### config.mk
export PLATFORM = sky130hd
export DESIGN_NAME = pirq_router
export DESIGN_NICKNAME = d
export VERILOG_FILES = /design/src/rtl/pirq_router_pkg.sv /design/src/rtl/pirq_swizzle.sv /design/src/rtl/pirq_route_regs.sv /design/src/rtl/pirq_level_map.sv /design/src/rtl/pirq_router.sv
export SDC_FILE = /design/constraint.sdc
export NUM_CORES = 1
export LEC_CHECK = 0
export ABC_CLOCK_PERIOD_IN_PS = 2800
export BUFFER_PORTS_ARGS = -buffer_cell sky130_fd_sc_hd__buf_2
export CAP_MARGIN = 20
export CORE_MARGIN = 3
export CORE_UTILIZATION = 29
export DETAILED_ROUTE_END_ITERATION = 7
export PLACE_DENSITY = 0.44
export SYNTH_ARGS = -nofsm -noshare
export SYNTH_HDL_FRONTEND = slang
export SYNTH_SLANG_ARGS = --single-unit
### constraint.sdc
create_clock -name clk -period 2.8 [get_ports clk]
set_clock_uncertainty 0.2 [all_clocks]
set_input_delay 0.42 -clock clk [delete_from_list [all_inputs] [get_ports clk]]
set_output_delay 0.42 -clock clk [all_outputs]
set_load 0.02 [all_outputs]
### src/rtl/pirq_router_pkg.sv
package pirq_router_pkg;
    localparam int LINES = 4;
    localparam int RB_W  = 8;

    typedef logic [LINES-1:0][RB_W-1:0] route_vec_t;

    typedef enum logic [0:0] {
        PH_RUN   = 1'b0,
        PH_QUIET = 1'b1
    } phase_e;

    typedef enum logic [1:0] {
        EV_IDLE  = 2'd0,
        EV_TRACK = 2'd1,
        EV_REMAP = 2'd2,
        EV_HOLD  = 2'd3
    } event_e;
endpackage

### src/rtl/pirq_swizzle.sv
module pirq_swizzle
    import pirq_router_pkg::*;
#(
    parameter int NUM_SLOTS  = 4,
    parameter int FIRST_SLOT = 1
) (
    input  logic [NUM_SLOTS*LINES-1:0] intx_i,
    output logic [LINES-1:0]           line_o
);
    // Per-slot rotated copies, OR-reduced below.
    logic [NUM_SLOTS-1:0][LINES-1:0] rot;

    for (genvar s = 0; s < NUM_SLOTS; s++) begin : g_slot
        for (genvar p = 0; p < LINES; p++) begin : g_pin
            localparam int TGT = (p + FIRST_SLOT + s + LINES - 1) % LINES;
            assign rot[s][TGT] = intx_i[s*LINES + p];
        end
    end

    always_comb begin
        line_o = '0;
        for (int s = 0; s < NUM_SLOTS; s++) begin
            line_o = line_o | rot[s];
        end
    end
endmodule

### src/rtl/pirq_route_regs.sv
module pirq_route_regs
    import pirq_router_pkg::*;
#(
    parameter int ADDR_W      = 8,
    parameter int ROUTE_BASE  = 'h60,
    parameter int ROUTE_RESET = 'h80
) (
    input  logic              clk,
    input  logic              rst_n,
    input  logic              wr_i,
    input  logic [ADDR_W-1:0] addr_i,
    input  logic [LINES-1:0]  be_i,
    input  logic [31:0]       wdata_i,
    input  logic [ADDR_W-1:0] rd_addr_i,
    output logic [31:0]       rdata_o,
    output logic              hit_o,
    output route_vec_t        route_nxt_o,
    output route_vec_t        route_q_o
);
    localparam logic [ADDR_W-3:0] BASE_DW = (ADDR_W-2)'(ROUTE_BASE >> 2);
    localparam logic [RB_W-1:0]   RST_VAL = RB_W'(ROUTE_RESET);

    route_vec_t route_q;

    assign hit_o = wr_i && (addr_i[ADDR_W-1:2] == BASE_DW) && (|be_i);

    always_comb begin
        for (int b = 0; b < LINES; b++) begin
            route_nxt_o[b] = (hit_o && be_i[b]) ? wdata_i[8*b +: 8] : route_q[b];
        end
    end

    always_ff @(posedge clk or negedge rst_n) begin
        if (!rst_n) begin
            for (int b = 0; b < LINES; b++) begin
                route_q[b] <= RST_VAL;
            end
        end else begin
            route_q <= route_nxt_o;
        end
    end

    assign rdata_o   = (rd_addr_i[ADDR_W-1:2] == BASE_DW) ? route_q : 32'h0;
    assign route_q_o = route_q;
endmodule

### src/rtl/pirq_level_map.sv
module pirq_level_map
    import pirq_router_pkg::*;
#(
    parameter int NUM_OUT = 16
) (
    input  logic               clk,
    input  logic               rst_n,
    input  logic [LINES-1:0]   line_i,
    input  route_vec_t         route_i,
    input  logic               rebuild_i,
    output logic [NUM_OUT-1:0] drive_o,
    output logic [NUM_OUT-1:0] col_o
);
    localparam int BITS = NUM_OUT * LINES;

    logic [BITS-1:0]  bmp_q, bmp_nxt;
    logic [LINES-1:0] prev_q, chg, en;

    assign chg = line_i ^ prev_q;

    always_comb begin
        for (int k = 0; k < LINES; k++) begin
            en[k] = route_i[k] < RB_W'(NUM_OUT);
        end
    end

    // Bitmap: full rebuild, or each changed line rewrites its own bit.
    always_comb begin
        bmp_nxt = rebuild_i ? '0 : bmp_q;
        for (int o = 0; o < NUM_OUT; o++) begin
            for (int k = 0; k < LINES; k++) begin
                if (en[k] && route_i[k] == RB_W'(o) && (rebuild_i || chg[k])) begin
                    bmp_nxt[o*LINES + k] = line_i[k];
                end
            end
        end
    end

    // Outputs touched by a tracked level change.
    always_comb begin
        drive_o = '0;
        for (int o = 0; o < NUM_OUT; o++) begin
            for (int k = 0; k < LINES; k++) begin
                if (chg[k] && route_i[k] == RB_W'(o)) begin
                    drive_o[o] = 1'b1;
                end
            end
            col_o[o] = |bmp_nxt[o*LINES +: LINES];
        end
    end

    always_ff @(posedge clk or negedge rst_n) begin
        if (!rst_n) begin
            bmp_q  <= '0;
            prev_q <= '0;
        end else begin
            bmp_q  <= bmp_nxt;
            prev_q <= line_i;
        end
    end
endmodule

### src/rtl/pirq_router.sv
module pirq_router
    import pirq_router_pkg::*;
#(
    parameter int NUM_SLOTS   = 4,
    parameter int FIRST_SLOT  = 1,
    parameter int NUM_OUT     = 16,
    parameter int ADDR_W      = 8,
    parameter int ROUTE_BASE  = 'h60,
    parameter int ROUTE_RESET = 'h80
) (
    input  logic                       clk,
    input  logic                       rst_n,
    input  logic [NUM_SLOTS*LINES-1:0] dev_intx_i,
    input  logic                       cfg_wr_i,
    input  logic [ADDR_W-1:0]          cfg_addr_i,
    input  logic [3:0]                 cfg_be_i,
    input  logic [31:0]                cfg_wdata_i,
    input  logic [ADDR_W-1:0]          cfg_rd_addr_i,
    output logic [31:0]                cfg_rdata_o,
    input  logic                       restore_i,
    output logic [NUM_OUT-1:0]         irq_o
);
    logic [LINES-1:0]   line_lvl;
    logic               cfg_hit, rebuild;
    route_vec_t         route_nxt, route_q;
    logic [NUM_OUT-1:0] drive, col;
    logic [NUM_OUT-1:0] irq_q;
    phase_e             phase_q, phase_nxt;
    event_e             ev;

    pirq_swizzle #(.NUM_SLOTS(NUM_SLOTS), .FIRST_SLOT(FIRST_SLOT)) u_swz (
        .intx_i (dev_intx_i),
        .line_o (line_lvl)
    );

    pirq_route_regs #(
        .ADDR_W(ADDR_W), .ROUTE_BASE(ROUTE_BASE), .ROUTE_RESET(ROUTE_RESET)
    ) u_regs (
        .clk         (clk),
        .rst_n       (rst_n),
        .wr_i        (cfg_wr_i),
        .addr_i      (cfg_addr_i),
        .be_i        (cfg_be_i),
        .wdata_i     (cfg_wdata_i),
        .rd_addr_i   (cfg_rd_addr_i),
        .rdata_o     (cfg_rdata_o),
        .hit_o       (cfg_hit),
        .route_nxt_o (route_nxt),
        .route_q_o   (route_q)
    );

    pirq_level_map #(.NUM_OUT(NUM_OUT)) u_map (
        .clk       (clk),
        .rst_n     (rst_n),
        .line_i    (line_lvl),
        .route_i   (route_nxt),
        .rebuild_i (rebuild),
        .drive_o   (drive),
        .col_o     (col)
    );

    // Rebuild on a steering write, or on entry into a restore.
    assign rebuild = cfg_hit || (restore_i && phase_q == PH_RUN);

    // Phase transitions: ENTER (RUN->QUIET), STAY, LEAVE (QUIET->RUN).
    always_comb begin
        phase_nxt = phase_q;
        unique case (phase_q)
            PH_RUN:   if (restore_i)  phase_nxt = PH_QUIET;
            PH_QUIET: if (!restore_i) phase_nxt = PH_RUN;
            default:  phase_nxt = PH_RUN;
        endcase
    end

    always_ff @(posedge clk or negedge rst_n) begin
        if (!rst_n) phase_q <= PH_RUN;
        else        phase_q <= phase_nxt;
    end

    always_comb begin
        if (restore_i)     ev = EV_HOLD;
        else if (cfg_hit)  ev = EV_REMAP;
        else if (|drive)   ev = EV_TRACK;
        else               ev = EV_IDLE;
    end

    always_ff @(posedge clk or negedge rst_n) begin
        if (!rst_n) begin
            irq_q <= '0;
        end else begin
            unique case (ev)
                EV_IDLE:  irq_q <= irq_q;
                EV_TRACK: irq_q <= (irq_q & ~drive) | (col & drive);
                EV_REMAP: irq_q <= col;
                EV_HOLD:  irq_q <= irq_q;
                default:  irq_q <= irq_q;
            endcase
        end
    end

    assign irq_o = irq_q;
endmodule

==> results of run 1 <==
metal layers:
layer,up-vias,GRT usage (%)
met4,0,5.81
met3,26,3.47
li1,3693,-
met2,201,31.5
met5,-,0
met1,3790,28.4
placed cells by master (no fill, tap or decap), types with 8 or more instances in the layout:
master	netlist	final
nand2b_1	13	13
nor3_2	0	9
o31a_1	22	22
or4_1	14	11
a2111oi_0	15	14
buf_6	2	20
a21oi_1	10	10
mux2_4	0	24
a31oi_1	28	20
a211oi_2	0	9
buf_2	16	110
and2_1	60	57
buf_4	1	201
mux2_2	56	32
nand3b_1	16	16
mux2i_1	29	14
dfrtp_1	113	113
nor2_2	1	13
a221oi_1	23	15
nor2_1	48	35
mux2i_4	0	11
buf_12	0	9
nand2_1	120	120
nor3_1	45	28
clkbuf_16	0	18
nor3_4	0	8
how the worst max path moves through the flow:
stage	depth (start not counted)	slack, ns	endpoint
after global placement	11	-0.56	flop
after CTS	10	-0.05	flop
final	12	-0.04	flop
after floorplan	8	-0.10	flop
after detailed placement	11	-0.55	flop
after global routing	8	-0.11	flop
critical path, stage by stage:
cell	delay, ns
buf_6	0.10
nor3b_4	0.31
and4_4	0.37
buf_12	0.16
mux2_4	0.22
buf_6	0.12
buf_4	0.10
o31a_1	0.15
a221oi_2	0.04
buf_4	0.16
or4_4	0.51
mux2_4	0.26
power groups by stage:
stage          clock (mW)  combinational (mW)  sequential, mW
3_3_place_gp            0                1.09            1.91
5_1_grt              2.26                1.44            1.91
4_1_cts              2.19                1.15            1.89
2_1_floorplan           0               0.500            1.92
3_5_place_dp            0                1.10            1.91
6_report             2.13                1.34            1.90
cell families (layout without fill, tap and decap cells):
logic type / after synthesis / count (layout)
buffers and inverters: 57 / 382
AOI/OAI and AO/OA: 167 / 167
and+or+nand+nor: 378 / 379
DFF: 117 / 117
muxes: 87 / 87
xor gates and xnor gates: 4 / 4
other: 0 / 1
repair_timing:
| action | in CTS | in global routing |
|---|---|---|
| endpoints found under the setup margin | 16 | 16 |
| gates resized for setup | 36 | 132 |
| buffers inserted | 6 | 24 |
| hold buffers | 1 | 0 |
| endpoints found under the hold margin | 33 | 0 |
| pin swaps | 7 | 54 |
| gates cloned | 0 | 2 |
final cells by class:
cell class                      instances  share of cell area, %
Clock buffer                           20                   3.99
Multi-Input combinational cell        637                   44.8
Tap cell                              330                   3.53
Inverter                                8                  0.257
Antenna cell                            1                 0.0214
Sequential cell                       117                   25.1
Clock inverter                         12                  0.867
Timing Repair Buffer                  342                   21.4
==> metrics.yaml, run 1 <==
outcome:
  status: "finished, violations left"
  violations: "setup timing"
sta:
  slew_viol_final: 0
  grt_setup_unrepaired: "yes"
  fmax_mhz: 352
  setup_viol: 6
  hold_ws_ns: 0.0517
  slew_headroom_pct: 56.6
  post-route-period-util_pct: 101
  hold_viol_final: 0
  setup_tns_ns: -0.152
  fin_ws_ns: -0.0380
  tightest_slew_ns: 0.651
  post-route-min-period_ns: 2.84
critical_path:
  cp.required_ns: 2.90
  crit_start: "cfg_addr_i[7]"
  crit_path_end_kind: "flop"
  crit_path_start_kind: "primary input"
  r2r-start: "u_regs.route_q_o[29]$_DFF_PN0_"
  crit_arrival_ns: 2.93
  path_class: "in2reg"
  ff2ff_setup_slack_ns: 0.01
  crit_fanout: 8
  r2r_cells: 8
power_and_ir_drop:
  internal-power_mw: 3.72
  vdd_ir_drop_max_uv: 265
  power.share.clock_pct: 39.7
  finalPower_mw: 5.37
  swShare_pct: 30.8
  seqPwrFrac_pct: 35.4
  power.share.combinational_pct: 24.9
  p_sw_mw: 1.65
  cellPowerDensity_nw_per_um2: 459
  p_leak_nw: 5.23
finish:
  multi_input_area_um2: 5240
  utilization_pct: 46.1
  fill_cells: 2492
  ff_latch_area_um2: 2930
  design_area_um2: 11700
  drive_above_1_share_pct: 49.6
  layout-area-overhead-vs-synth_pct: 55.3
  nets: 1195
  stdcell_count: 1467
yosys:
  synthTopCellsByCount: "nand2_1 (120), dfrtp_1 (113), and2_1 (60), mux2_2 (56), nor2_1 (48)"
  synth_xor_area_share_pct: 0.466
  ys_seq_elements: 117
  synth_cell_types: 59
  synth-simple-area-share_pct: 26.6
  synth.most_common_cell: "nand2_1"
  synth_area_per_cell_um2: 9.29
  synthCells: 810
  synthArstFlopShare_pct: 100
  synth_top_area_cell: "dfrtp_1"
  synth_seq_area_share_pct: 39.0
  synth_top_area_share_pct: 37.6
  synth.cell_area_um2: 7520
  synthFlopType: "dfrtp_1"
  synth_top_family_by_area: "simple AND/OR/NAND/NOR gates"
  synth_compound_area_share_pct: 17.9
  synth_area_leaders: "dfrtp_1 (38%), mux2_2 (8.4%), nand2_1 (6.0%), and2_1 (5.0%), mux2i_1 (3.9%)"
  synth_fp_nets: 882
  synthMuxAreaShare_pct: 12.6
  synth_warnings: 0
  synthAdderAreaFrac_pct: 0
  synth_edf_count: 0
routing:
  drc: 0
  drt_iter0_drc: 522
  wl_met2_um: 13600
  m1WireLength_um: 13500
  routedWlPerCell_um: 19.9
  vias: 7710
  via_per_inst: 5.26
  firstDrtPassIters: 5
  met3_length_um: 1400
  top_layer: "met4"
  ant_nets: 0
  totalWireLength_um: 29100
global_route:
  grt_pass1_vias: 7546
  antenna_found_initial: 1
  grt_pass1_wl_um: 43600
  grtUsageTotal_pct: 20.0
  grt_max_degree: 44
  grt.overflow.total: 0
run:
  cap_violations: 0
clock_network:
  htreeDepth: 4
  clock_path_buffers: 2
  cts_sinks: 117
  cts_root_buf: "clkbuf_16"
  cts_buffers: 17
  cts_tree: "done"
  clk_pin_slew_ns: 0.06
  clock_latency_ns: 0.42
placed_design:
  portBuffers: 115
  dp_slack_ns: -0.552
  post_dp_cell_area_um2: 10000
  place.gp.congestion: 0.879
  dpl.hpwl_um: 21400
  placed_cells: 1406
worst_hold_path:
  hold_depth: 2
  min_to: "u_regs.route_q_o[29]$_DFF_PN0_"
  min-delay-path-class: "in2reg"
  min-delay-start: "cfg_wdata_i[29]"
floorplan:
  floorplan.die_area_um2: 27900
  core_area_um2: 25300
  dieHeight_um: 167
  initial_core_util_pct: 29.7
  die_w_um: 167
  io_pins: 120
  rows: 58
Power figures use the tool's default switching activity.
==> run 2: changes to the inputs <==
--- a/config.mk
+++ b/config.mk
@@ -13,3 +13,3 @@
 export DETAILED_ROUTE_END_ITERATION = 7
-export PLACE_DENSITY = 0.44
+export PLACE_DENSITY_LB_ADDON = 0.3
 export SYNTH_ARGS = -nofsm -noshare
==> constraint.sdc (replaced) <==
create_clock -name clk -period 2.8 [get_ports clk]
set_clock_uncertainty 0.2 [all_clocks]
set_input_delay 0.56 -clock clk [delete_from_list [all_inputs] [get_ports clk]]
set_output_delay 0.56 -clock clk [all_outputs]
set_load 0.02 [all_outputs]
==> run 2 against run 1 <==
  * The run still ends with setup timing left
  * Die area is the same
  * Final area shrank 1.6%
  * Worst setup slack lost 0.11 ns
  * Clock-buffer cell count grew 2
  * Total power grew 1.4%
  * Wire length shrank 2.3%
  * Worst hold slack gained 0.11 ns
  * First-iteration DRC count shrank 8.0%
  * Critical path type unchanged
  * Largest cell class unchanged
==> metrics.yaml, run 2 (same netlist as run 1, synthesis figures left out) <==
global_route:
  grt.overflow.total: 0  # unchanged
  grt_pass1_wl_um: 43800  # +0.49%
  antenna_found_initial: 0  # -1
  grtUsageTotal_pct: 19.7  # -0.31 points
  grt_max_degree: 32  # -27%
  grt_pass1_vias: 7720  # +2.3%
critical_path:
  ff2ff_setup_slack_ns: -0.08  # -0.09 ns
  r2r-start: "u_regs.route_q_o[29]$_DFF_PN0_"
  path_class: "in2reg"
  crit_path_start_kind: "primary input"
  cp.required_ns: 2.90  # about the same
  r2r_cells: 8  # unchanged
  crit_arrival_ns: 3.05  # +0.12 ns
  crit_path_end_kind: "flop"
  crit_fanout: 8  # unchanged
run:
  cap_violations: 0  # unchanged
floorplan:
  initial_core_util_pct: 29.7  # unchanged
  rows: 58  # unchanged
  core_area_um2: 25300  # unchanged
  dieHeight_um: 167  # unchanged
  io_pins: 120  # unchanged
  die_w_um: 167  # unchanged
  floorplan.die_area_um2: 27900  # unchanged
clock_network:
  cts_root_buf: "clkbuf_16"
  cts_sinks: 117  # unchanged
  clock_latency_ns: 0.41  # about the same
  clock_path_buffers: 2  # unchanged
  cts_tree: "done"
  cts_buffers: 17  # unchanged
  htreeDepth: 4  # unchanged
  clk_pin_slew_ns: 0.06  # about the same
placed_design:
  portBuffers: 115  # unchanged
  dp_slack_ns: -0.636  # -0.0841 ns
  placed_cells: 1391  # -1.1%
  dpl.hpwl_um: 20500  # -4.1%
  place.gp.congestion: 0.860  # -2.2%
sta:
  grt_setup_unrepaired: "yes"
  hold_viol_final: 0  # unchanged
  slew_headroom_pct: 52.4  # -4.3 points
  fmax_mhz: 339  # -3.8%
  post-route-min-period_ns: 2.95  # +0.113 ns
  setup_tns_ns: -1.69  # -1.54 ns
  slew_viol_final: 0  # unchanged
  fin_ws_ns: -0.151  # -0.113 ns
  hold_ws_ns: 0.166  # +0.114 ns
  setup_viol: 14  # +8
  post-route-period-util_pct: 105  # +4.0 points
  tightest_slew_ns: 0.701  # +0.0499 ns
routing:
  drc: 0  # unchanged
  ant_nets: 0  # unchanged
  routedWlPerCell_um: 19.6  # -1.1%
  firstDrtPassIters: 5  # unchanged
  totalWireLength_um: 28500  # -2.3%
  vias: 7779  # +0.89%
  drt_iter0_drc: 480  # -8.0%
  via_per_inst: 5.37  # +2.1%
finish:
  layout_common_cells: "buf_4 (184), nand2_1 (115), dfrtp_1 (113), buf_2 (109), and2_1 (55)"
  diodes: 0  # -1
  layout-area-overhead-vs-synth_pct: 52.9
  mostFrequentLayoutCell: "buf_4"
  nets: 1178  # -1.4%
  stdcell_count: 1449  # -1.2%
  drive_above_1_share_pct: 48.3  # -1.4 points
outcome:
  status: "finished, violations left"
  violations: "setup timing"
worst_hold_path:
  hold_depth: 3  # +1
  min_to: "u_regs.route_q_o[4]$_DFF_PN0_"
  min-delay-path-class: "in2reg"
  min-delay-start: "cfg_wdata_i[4]"
power_and_ir_drop:
  cellPowerDensity_nw_per_um2: 473  # +3.0%
  p_leak_nw: 5.08  # -2.9%
  finalPower_mw: 5.44  # +1.4%
  vdd_ir_drop_max_uv: 304  # +15%
-- run 2: changes by cell type in the layout (fill, tap and decap cells not counted), moves of 4 or more --
cell,change
a41oi_2,-4
o32ai_1,+4
mux2_4,-8
nor3_4,-8
buf_4,-17
a31oi_4,+6
mux2i_4,-6
nor3_1,+6
a2111oi_0,-4
mux2i_2,+5
mux2_2,+8
nand2_1,-5
a41oi_1,+4
-- run 2: how the worst max path moves through the flow --
stage	endpoint	startpoint	slack, ns	depth (start not counted)
after floorplan	flop	cfg_addr_i[7]	-0.24	8
final	flop	cfg_be_i[2]	-0.15	9
after CTS	flop	cfg_be_i[1]	-0.21	10
after detailed placement	flop	cfg_be_i[2]	-0.64	10
after global placement	flop	cfg_addr_i[7]	-0.65	10
after global routing	flop	u_regs.route_q_o[29]$_DFF_PN0_	-0.24	8
-- run 2: layer usage --
metal | part of all wire, % | global-route usage, % | up-vias
li1 | - | - | 3665
met4 | 1.7 | 5.56 | 0
met5 | 0 | 0 | -
met1 | 46 | 27.1 | 3845
met3 | 4.5 | 3.06 | 28
met2 | 48 | 32.4 | 241
-- run 2: worst max-delay path, stage by stage --
cell and delay (ns):
buf_6 0.09, or4_4 0.55, a32oi_4 0.36, buf_12 0.17
buf_12 0.13, a2111oi_0 0.11, or2_4 0.27, or4_1 0.52
mux2_2 0.27
-- run 2: area by class of cell --
class                      instances  area, µm²
timing repair buffer             324       2390
clock buffer                      22        474
multi-input combinational        638       5130
inverter                           8       30.0
clock inverter                    10        128
sequential                       117       2930
fill                            2395      13800
tap                              330        413
-- run 2: what timing repair did --
action                     CTS  global route
pin swaps                   26            36
gates resized for setup     44           102
hold endpoints to repair    24             0
cloned                       3             1
hold buffers                 1             0
buffers inserted            17            13
setup endpoints to repair   17            18
-- run 2: power breakdown --
| group | internal, mW | switching, mW |
|---|---|---|
| combinational | 0.586 | 0.689 |
| sequential | 1.80 | 0.0956 |
| clock | 1.46 | 0.806 |
-- run 2: through the flow --
stage                     utilization, %  cell area, µm²
after detailed placement            39.3            9940
after global placement              39.3            9940
final                               45.4           11500
after CTS                           43.1           10900
after global routing                45.4           11500
after floorplan                        -            7720
